===== config.mk =====
export PLATFORM = sky130hd
export DESIGN_NAME = extbus_ctrl
export DESIGN_NICKNAME = d
export VERILOG_FILES = /design/src/rtl/extbus_pkg.sv /design/src/rtl/extbus_waitsel.sv /design/src/rtl/extbus_seq.sv /design/src/rtl/extbus_pins.sv /design/src/rtl/extbus_ctrl.sv
export SDC_FILE = /design/constraint.sdc
export NUM_CORES = 1
export LEC_CHECK = 0
export CAP_MARGIN = 20
export CORE_UTILIZATION = 38
export DETAILED_ROUTE_END_ITERATION = 12
export PLACE_DENSITY = 0.76
export SYNTH_ARGS = -nofsm -noshare
export SYNTH_HDL_FRONTEND = slang
export SYNTH_SLANG_ARGS = --single-unit

===== constraint.sdc =====
create_clock -name clk -period 2 [get_ports clk]
set_input_delay 0.5 -clock clk [delete_from_list [all_inputs] [get_ports clk]]
set_output_delay 0.5 -clock clk [all_outputs]
set_load 0.05 [all_outputs]

===== src/rtl/extbus_pkg.sv =====
package extbus_pkg;
    localparam logic [1:0] SP_PROG = 2'd0;
    localparam logic [1:0] SP_DATA = 2'd1;
    localparam logic [1:0] SP_IO   = 2'd2;

    typedef enum logic [1:0] {
        PH_IDLE = 2'd0,
        PH_LEAD = 2'd1,
        PH_STRB = 2'd2
    } phase_e;
endpackage


===== src/rtl/extbus_waitsel.sv =====
module extbus_waitsel import extbus_pkg::*; #(
    parameter int WSW = 3
) (
    input  logic [1:0]       space,
    input  logic             global_acc,
    input  logic             gate_en,
    input  logic [3*WSW-1:0] wait_cfg,
    output logic [WSW-1:0]   wait_n,
    output logic             gated
);
    localparam int NFLD = 3;

    logic [WSW-1:0] fld [NFLD];
    logic [WSW-1:0] pick;

    for (genvar g = 0; g < NFLD; g++) begin : g_fld
        assign fld[g] = wait_cfg[g*WSW +: WSW];
    end

    always_comb begin
        case (space)
            SP_PROG: pick = fld[0];
            SP_DATA: pick = fld[1];
            default: pick = fld[2];
        endcase
        gated  = gate_en | (global_acc && space == SP_DATA);
        wait_n = (gated && pick == '0) ? WSW'(1) : pick;
    end
endmodule


===== src/rtl/extbus_seq.sv =====
module extbus_seq import extbus_pkg::*; #(
    parameter int AW  = 16,
    parameter int DW  = 16,
    parameter int WSW = 3
) (
    input  logic           clk,
    input  logic           rst_n,
    input  logic           req_valid,
    input  logic           req_write,
    input  logic [1:0]     req_space,
    input  logic           req_global,
    input  logic [AW-1:0]  req_addr,
    input  logic [DW-1:0]  req_wdata,
    input  logic [WSW-1:0] wait_n,
    input  logic           gated,
    input  logic           ready,
    input  logic [DW-1:0]  bus_din,
    output phase_e         phase,
    output logic           acc_wr,
    output logic [1:0]     acc_sp,
    output logic           acc_glob,
    output logic [AW-1:0]  acc_addr,
    output logic [DW-1:0]  acc_wdata,
    output logic [DW-1:0]  rdata,
    output logic           done
);
    typedef struct packed {
        phase_e         ph;
        logic           wr;
        logic [1:0]     sp;
        logic           glob;
        logic           gated;
        logic [WSW-1:0] cnt;
        logic [AW-1:0]  addr;
        logic [DW-1:0]  wdata;
        logic [DW-1:0]  rdata;
        logic           done;
    } seq_st_t;

    seq_st_t st_d, st_q;

    always_comb begin
        st_d      = st_q;
        st_d.done = 1'b0;
        case (st_q.ph)
            PH_IDLE: begin
                if (req_valid) begin
                    st_d.wr    = req_write;
                    st_d.sp    = req_space;
                    st_d.glob  = req_global;
                    st_d.addr  = req_addr;
                    st_d.wdata = req_wdata;
                    st_d.cnt   = wait_n;
                    st_d.gated = gated;
                    st_d.ph    = req_write ? PH_LEAD : PH_STRB;
                end
            end
            PH_LEAD: st_d.ph = PH_STRB;
            PH_STRB: begin
                if (st_q.cnt != '0) begin
                    st_d.cnt = st_q.cnt - WSW'(1);
                end else if (!st_q.gated || ready) begin
                    st_d.ph   = PH_IDLE;
                    st_d.done = 1'b1;
                    if (!st_q.wr) st_d.rdata = bus_din;
                end
            end
            default: st_d.ph = PH_IDLE;
        endcase
    end

    always_ff @(posedge clk or negedge rst_n) begin
        if (!rst_n) st_q <= '0;
        else        st_q <= st_d;
    end

    assign phase     = st_q.ph;
    assign acc_wr    = st_q.wr;
    assign acc_sp    = st_q.sp;
    assign acc_glob  = st_q.glob;
    assign acc_addr  = st_q.addr;
    assign acc_wdata = st_q.wdata;
    assign rdata     = st_q.rdata;
    assign done      = st_q.done;


    done_pulse_chk: assert property (@(posedge clk) disable iff (!rst_n)
        st_q.done |=> !st_q.done);


    busy_ignore_chk: assert property (@(posedge clk) disable iff (!rst_n)
        (st_q.ph != PH_IDLE && req_valid) |=> $stable(st_q.addr));


    rdy_gate_chk: assert property (@(posedge clk) disable iff (!rst_n)
        (st_q.done && st_q.gated) |-> $past(ready));


    wait_hold_chk: assert property (@(posedge clk) disable iff (!rst_n)
        (st_q.ph == PH_STRB && st_q.cnt != '0) |=> (st_q.ph == PH_STRB));
endmodule


===== src/rtl/extbus_pins.sv =====
module extbus_pins import extbus_pkg::*; (
    input  logic       clk,
    input  logic       rst_n,
    input  phase_e     phase,
    input  logic       acc_wr,
    input  logic [1:0] acc_sp,
    input  logic       acc_glob,
    input  logic       rd_inv,
    output logic       strb_n,
    output logic       rnw,
    output logic       rd_n,
    output logic       we_n,
    output logic       br_n,
    output logic       bus_oe
);
    logic active, in_strb;

    always_comb begin
        active  = (phase != PH_IDLE);
        in_strb = (phase == PH_STRB);
        rnw     = !(active && acc_wr);
        strb_n  = !in_strb;
        we_n    = !(in_strb && acc_wr);
        rd_n    = rd_inv ? !rnw : !(in_strb && !acc_wr);
        bus_oe  = active && acc_wr;
        br_n    = !(active && acc_glob && acc_sp == SP_DATA);
    end


    oe_dir_chk: assert property (@(posedge clk) disable iff (!rst_n)
        bus_oe |-> !rnw);


    we_lead_chk: assert property (@(posedge clk) disable iff (!rst_n)
        $fell(we_n) |-> $past(bus_oe));


    br_start_chk: assert property (@(posedge clk) disable iff (!rst_n)
        ($rose(bus_oe) || $fell(strb_n)) && acc_glob && acc_sp == SP_DATA |-> !br_n);
endmodule


===== src/rtl/extbus_ctrl.sv =====
module extbus_ctrl import extbus_pkg::*; #(
    parameter int AW  = 16,
    parameter int DW  = 16,
    parameter int WSW = 3
) (
    input  logic             clk,
    input  logic             rst_n,
    input  logic             req_valid,
    input  logic             req_write,
    input  logic [1:0]       req_space,
    input  logic             req_global,
    input  logic [AW-1:0]    req_addr,
    input  logic [DW-1:0]    req_wdata,
    input  logic [3*WSW-1:0] wait_cfg,
    input  logic             rdy_gate_en,
    input  logic             rd_inv,
    input  logic             ready,
    input  logic [DW-1:0]    bus_din,
    output logic [AW-1:0]    bus_addr,
    output logic [DW-1:0]    bus_dout,
    output logic             bus_oe,
    output logic             strb_n,
    output logic             rnw,
    output logic             rd_n,
    output logic             we_n,
    output logic             br_n,
    output logic [1:0]       sp_sel,
    output logic             done,
    output logic [DW-1:0]    rdata
);
    logic [WSW-1:0] wait_n;
    logic           gated;
    phase_e         phase;
    logic           acc_wr, acc_glob;
    logic [1:0]     acc_sp;

    extbus_waitsel #(.WSW(WSW)) u_wsel (
        .space      (req_space),
        .global_acc (req_global),
        .gate_en    (rdy_gate_en),
        .wait_cfg   (wait_cfg),
        .wait_n     (wait_n),
        .gated      (gated)
    );

    extbus_seq #(.AW(AW), .DW(DW), .WSW(WSW)) u_seq (
        .clk        (clk),
        .rst_n      (rst_n),
        .req_valid  (req_valid),
        .req_write  (req_write),
        .req_space  (req_space),
        .req_global (req_global),
        .req_addr   (req_addr),
        .req_wdata  (req_wdata),
        .wait_n     (wait_n),
        .gated      (gated),
        .ready      (ready),
        .bus_din    (bus_din),
        .phase      (phase),
        .acc_wr     (acc_wr),
        .acc_sp     (acc_sp),
        .acc_glob   (acc_glob),
        .acc_addr   (bus_addr),
        .acc_wdata  (bus_dout),
        .rdata      (rdata),
        .done       (done)
    );

    extbus_pins u_pins (
        .clk      (clk),
        .rst_n    (rst_n),
        .phase    (phase),
        .acc_wr   (acc_wr),
        .acc_sp   (acc_sp),
        .acc_glob (acc_glob),
        .rd_inv   (rd_inv),
        .strb_n   (strb_n),
        .rnw      (rnw),
        .rd_n     (rd_n),
        .we_n     (we_n),
        .br_n     (br_n),
        .bus_oe   (bus_oe)
    );

    assign sp_sel = acc_sp;
endmodule


# Word level (Yosys, flattened, before mapping)
# Index checks and enable logic that the tools add are counted.
op_classes:
  n_lt_le_gt_ge: 0
  n_mul: 0
  n_addsub: 1
  n_shift: 0
  reduce_logical: 25
  n_mux: 13
  bitwise_logic: 3
  n_eq_ne: 8
  n_div: 0
op_table:
  columns: ["cell", "n"]
  rows:
  - ["two-way mux 42 bit", 1]
  - ["case mux 3 bit (2 select lines)", 2]
  - ["!= test 2 bit (second input constant)", 4]
  - ["logical AND 1 bit", 7]
  - ["zero test 1 bit", 7]
  - ["== test 2 x 1 -> 1 bit (second input constant)", 3]
  - ["two-way mux 2 bit", 3]
  - ["two-way mux 3 bit", 2]
  - ["case mux 2 bit (3 select lines)", 1]
  - ["AND reduction 3 bit", 2]
  - ["zero test 2 bit", 2]
  - ["two-way mux 1 bit", 4]
  - ["AND reduction 4 bit", 1]
  - ["nonzero test 2 bit", 2]
  - ["zero test 3 bit", 1]
  - ["nonzero test 3 bit", 1]
  - ["subtractor 3 x 1 -> 3 bit (second input constant)", 1]
  - ["== test 2 bit (second input constant)", 1]
  - ["inverter 1 bit", 2]
  - ["AND reduction 2 bit", 1]
  - ["logical OR 1 bit", 1]
  - ["OR 1 bit", 1]
totals:
  mem_count: 0
  output_inout_bits: 57
  ramBits: 0
  mem_bits_ro: 0
  latchBits: 0
  in_bits: 67
  regBits: 59

# Depth between registers and ports, before layout
logic_depth:
  ltp_word: 7
  depth_mapped: 7
  depth_no_buf: 6

# By module
# From an unflattened synthesis, not the netlist that was laid out.
hier_totals:
  cells_unflattened: 222
  hier_area_um2: 2854.0
modules_own_cells:
  columns: ["mod", "seq_area_each_um2", "area_each_um2", "cells_each", "instances"]
  rows:
  - ["extbus_seq", 1476.4, 2716.4, 200, 1]
  - ["extbus_waitsel", 0.0, 80.1, 12, 1]
  - ["extbus_pins", 0.0, 57.6, 10, 1]

# Least setup slack after synthesis
# Ideal clock, no wire load.
synth_path:
  path_type: "register -> output"
  startpoint: "register u_seq.st_q, in the netlist u_seq.phase[0]"
  endpoint: "output port rd_n"
  setup_slack_ns: -1.148
  path_buffers: 0
  stages_incl_launch_ff: 3
  arrival_time_ns: 2.648
  path_cell_list: "dfrtp_1 -> o21ai_0 -> o21ai_0"
synth_via:
  elab_chain_cells: 4
  word_cells_on_any_way: 6
synth_rtl:
  columns: ["element", "line", "rtl"]
  rows:
  - ["from (decl)", "extbus_seq.sv:40", "seq_st_t st_d, st_q;"]
  - ["from (signal assigned)", "extbus_seq.sv:74", "else st_q <= st_d;"]
  - ["== test 2 bit", "extbus_pins.sv:20", "in_strb = (phase == PH_STRB);"]
  - ["logical AND 1 bit", "extbus_pins.sv:24", "rd_n = rd_inv ? !rnw : !(in_strb && !acc_wr);"]
  - ["zero test 1 bit", "extbus_pins.sv:24", null]
  - ["two-way mux 1 bit (*)", "extbus_pins.sv:24", null]
  - ["to (decl)", "extbus_ctrl.sv:24", "output logic rd_n,"]
# Every way passes the cells marked *; elsewhere a longest branch is shown, timed or not.

# Final worst setup path
layout_path:
  startpoint: "register u_seq.st_q, in the netlist u_seq.phase[1]"
  endpoint: "output port rd_n"
# The elaborated chain is that of the path after synthesis.

==> out/results.md <==
| Parameter | Reported |
| --- | --- |
| Depth of the worst register-to-register path | 7 |
| Share of final-layout standard cells stronger than drive strength 1 | 0.319 |
| Worst-Skew Late Latency | 0.34 ns |
| Post-synthesis cell area | 2840 um^2 |
| Power Internal | 4.17 mW |
| Max stage delay cell, worst path | dfrtp_2 |
| Top cells by area, synth | dfrtp_1 (52%), mux2_2 (17%), buf_4 (13%) |
| Largest vdd supply drop | 0.00123 V |
| Height of the chip | 88.5 um |
| Count of maximum capacitance violations | 0 |
| Share of Yosys cell area claimed by the top area cell type | 0.519 |
| Part of the total power dissipated in the clock network | 0.152 |
| Nature of the critical path startpoint | flip-flop |
| Distinct cell type count of the synthesized netlist | 28 |
| Rel. slew slack | 0.655 |
| Fraction of met3 tracks used by global routing | 0.0438 |
| Final worst clock skew | 0.00719 ns |
| Routed Antenna Nets | 0 |
| Crit path buf inv count | 1 |
| Crit path capture type | output pin |
| Path category of the worst min-delay check | input pin to async pin |
| Critical path required time | 1.50 ns |
| Number of levels in the clock H-tree | 3 |
| Clock Tree Root | clkbuf_8 |
| Hold_buf cts | 0 |
| Global Route met2 Usage | 0.253 |
| Initial antenna violation count | 0 |
| Part of the power in registers | 0.269 |
| Num ports | 124 |
| Min Tclk post-route | 1.90 ns |
| Number of CTS-inserted buffers | 9 |
| Number of instances in the synthesized netlist | 218 |
| Via count normalized by instance count | 4.55 |
| Top Family by Delay on Critical Path | flip-flops |
| Static leakage power | 1.98 nW |
| Number of cells in the finished layout apart from fillers | 409 |
| Delay contributed by the slowest stage of the critical path | 0.46 ns |
| Site row count | 31 |
| Sw power | 3.63 mW |
| Number of nets in the final layout | 374 |
| Fill cells | 619 |
| Slew of the pin with the lowest slew margin | 0.516 ns |
| Cell breakdown of the critical path | and2b_4 -> o21ai_1 -> buf_12 |
| Number of placed instances with taps included | 393 |
| Setup repair after global routing missed its margin | no |
| Post-route DRC violation count | 0 |
| Outcome | complete, no violations |
| Final setup violation count | 0 |
| Final sum of negative setup slack | 0 ns |
| Count of flip-flops with a built-in enable after synthesis | 0 |
| Number of DRC markers after the initial detailed-route iteration | 46 |
| Sequential fraction of the synthesis area | 0.519 |
| Max Clk Rate | 526 MHz |
| Total global routing track utilization | 0.150 |
| Area growth from synthesis to layout | 45.5% |
| Wire length reported by the detailed router | 5670 um |
| Average routed wire per standard cell | 13.9 um |
| Estimated wirelength of the detail-placed design | 4120 um |
| Via count | 1859 |
| Wire length of the first global-routing pass | 8780 um |
| Number of hold violations in the final report | 0 |
| PwrDens | 1880 nW/um^2 |
| Met1 capacity usage during global routing | 0.176 |
| Post-Synthesis Mean Instance Area | 13.0 um^2 |
| Global placement routability congestion | 0.763 |
| CTS tree | done |
| Prevailing post-synth register cell | dfrtp_1 |
| Switching share of power | 0.465 |
| Antenna diode instance count | 0 |
| Die Footprint | 7830 um^2 |
| Final cycle utilization of the critical path | 0.950 |
| Count of clock tree sinks | 59 |
| Maximum number of pins on one net before global-route repair | 60 |
| Area of the core | 7250 um^2 |
| Type of the setup path with the least slack | flip-flop to output pin |
| Overall overflow remaining after global route | 0 |
| Number of global-route vias before repair | 1870 |
| Worst-path maximum fanout | 7 |
| Initial Util | 0.392 |
| Final count of pins violating max slew | 0 |
| Max clock buf depth | 2 |
| Synthesized net count | 287 |
| Drt pass-1 iters | 4 |
| Async set or reset register ratio after synthesis | 1.00 |
| Depth of the critical timing path with buffers and inverters included | 3 |
| Width of the chip | 88.5 um |
| WP data arrival | 1.40 ns |
| Global route hottest layer | met2 |
| Port Buf Inserts | 123 |
| Synthesis-stage register bit count | 59 |
| Total power after layout | 7.80 mW |
| Post-synth top area cell | dfrtp_1 |
| Clock-pin transition on the worst setup and hold timing paths | 0.07 ns |
| Synth warn | 0 |
| Combinational share of power | 0.578 |
cells in the mapped netlist (2+ instances only):
cell / count
o21ai_0: 7
ha_1: 2
nor2_1: 6
a31oi_1: 2
buf_4: 50
buf_2: 4
mux2_4: 10
mux2_2: 44
dfrtp_1: 59
inv_1: 6
nand2_1: 6
a21oi_1: 4
mux2i_1: 3
power groups by stage:
stage               clock (mW)  sequential (mW)  combinational (mW)
floorplan                    0             2.07                3.88
global placement             0             2.12                4.69
detailed placement           0             2.15                4.75
CTS                       1.23             2.12                4.57
global route              1.27             2.19                4.73
finish                    1.19             2.10                4.51
sequential cells by signal, indices dropped and copies added (netlist names):
register         count
u_seq.acc_wr         1
u_seq.rdata         16
u_seq.acc_glob       1
u_seq.acc_wdata     16
u_seq.phase          2
u_seq.acc_sp         2
u_seq.st_q           4
u_seq.done           1
u_seq.acc_addr      16
layout by cell type, fill, tap and decap left out, drive strengths merged, types with 2 or more instances in the layout:
master,synthesis,routed
dlymetal6s2s,0,17
clkinvlp,0,3
bufinv,0,2
nand2,6,6
o21ai,8,8
clkdlybuf4s50,0,65
dlygate4sd2,0,27
clkinv,0,2
clkbuf,0,9
mux2,54,54
nor2,6,6
buf,55,22
inv,7,7
mux2i,3,3
a21oi,4,4
ha,2,2
a31oi,2,2
dfrtp,59,59
cells by family after synthesis:
kind of cell | after synthesis | share of synthesized area
DFF | 59 | 0.519
muxes | 57 | 0.238
adders and majority gates | 2 | 0.00880
buffers and inverters | 62 | 0.156
AOI/OAI and AO/OA | 19 | 0.0409
and+or+nand+nor | 19 | 0.0374
path summary, 6_finish.rpt:
path,startpoint,to,slack (ns)
setup / recovery,u_seq.phase[1]$_DFFE_PN0P_,rd_n,0.1
hold / removal,rst_n,u_seq.acc_addr[4]$_DFFE_PN0P_,0.16
setup reg to reg,u_seq.st_q[49]$_DFFE_PN0P_,u_seq.rdata[9]$_DFFE_PN0P_,0.20
hold reg to reg,u_seq.acc_addr[2]$_DFFE_PN0P_,u_seq.acc_addr[2]$_DFFE_PN0P_,0.50
max in group asynchronous,rst_n,u_seq.phase[0]$_DFFE_PN0P_,1.55
min in group clk,u_seq.acc_addr[2]$_DFFE_PN0P_,u_seq.acc_addr[2]$_DFFE_PN0P_,0.50
stage by stage:
stage	area (um^2)	hold slack, ns	utilization	worst slack [ns]
after floorplan	2850	0.204	-	0.0535
after global placement	3910	0.489	0.539	0.0222
after CTS	4090	0.165	0.564	0.0000390
after global routing	4140	0.174	0.571	0.0207
after detailed placement	3910	0.495	0.539	-0.0347
final	4140	0.156	0.571	0.0996
layer usage:
layer  part of all wire  vias to the layer above
met5                  0                        -
met2               0.49                       75
met1               0.42                      899
li1                   -                      875
met4              0.017                        0
met3              0.077                       10
cell type report:
class | instances | area (um^2) | share of cell area
flip-flops and latches | 59 | 1480 | 0.357
repair buffers | 131 | 1360 | 0.329
multi-input cells | 97 | 928 | 0.224
clock buffers | 9 | 124 | 0.0299
well taps | 99 | 124 | 0.0299
clock inverters | 7 | 92.6 | 0.0224
inverters | 7 | 28.8 | 0.00695
what timing repair did:
action	CTS	global route
resized for setup	27	19
gates cloned	0	0
setup endpoints to repair	27	19
setup buffers	0	0
(Power assumes the default switching activity.)
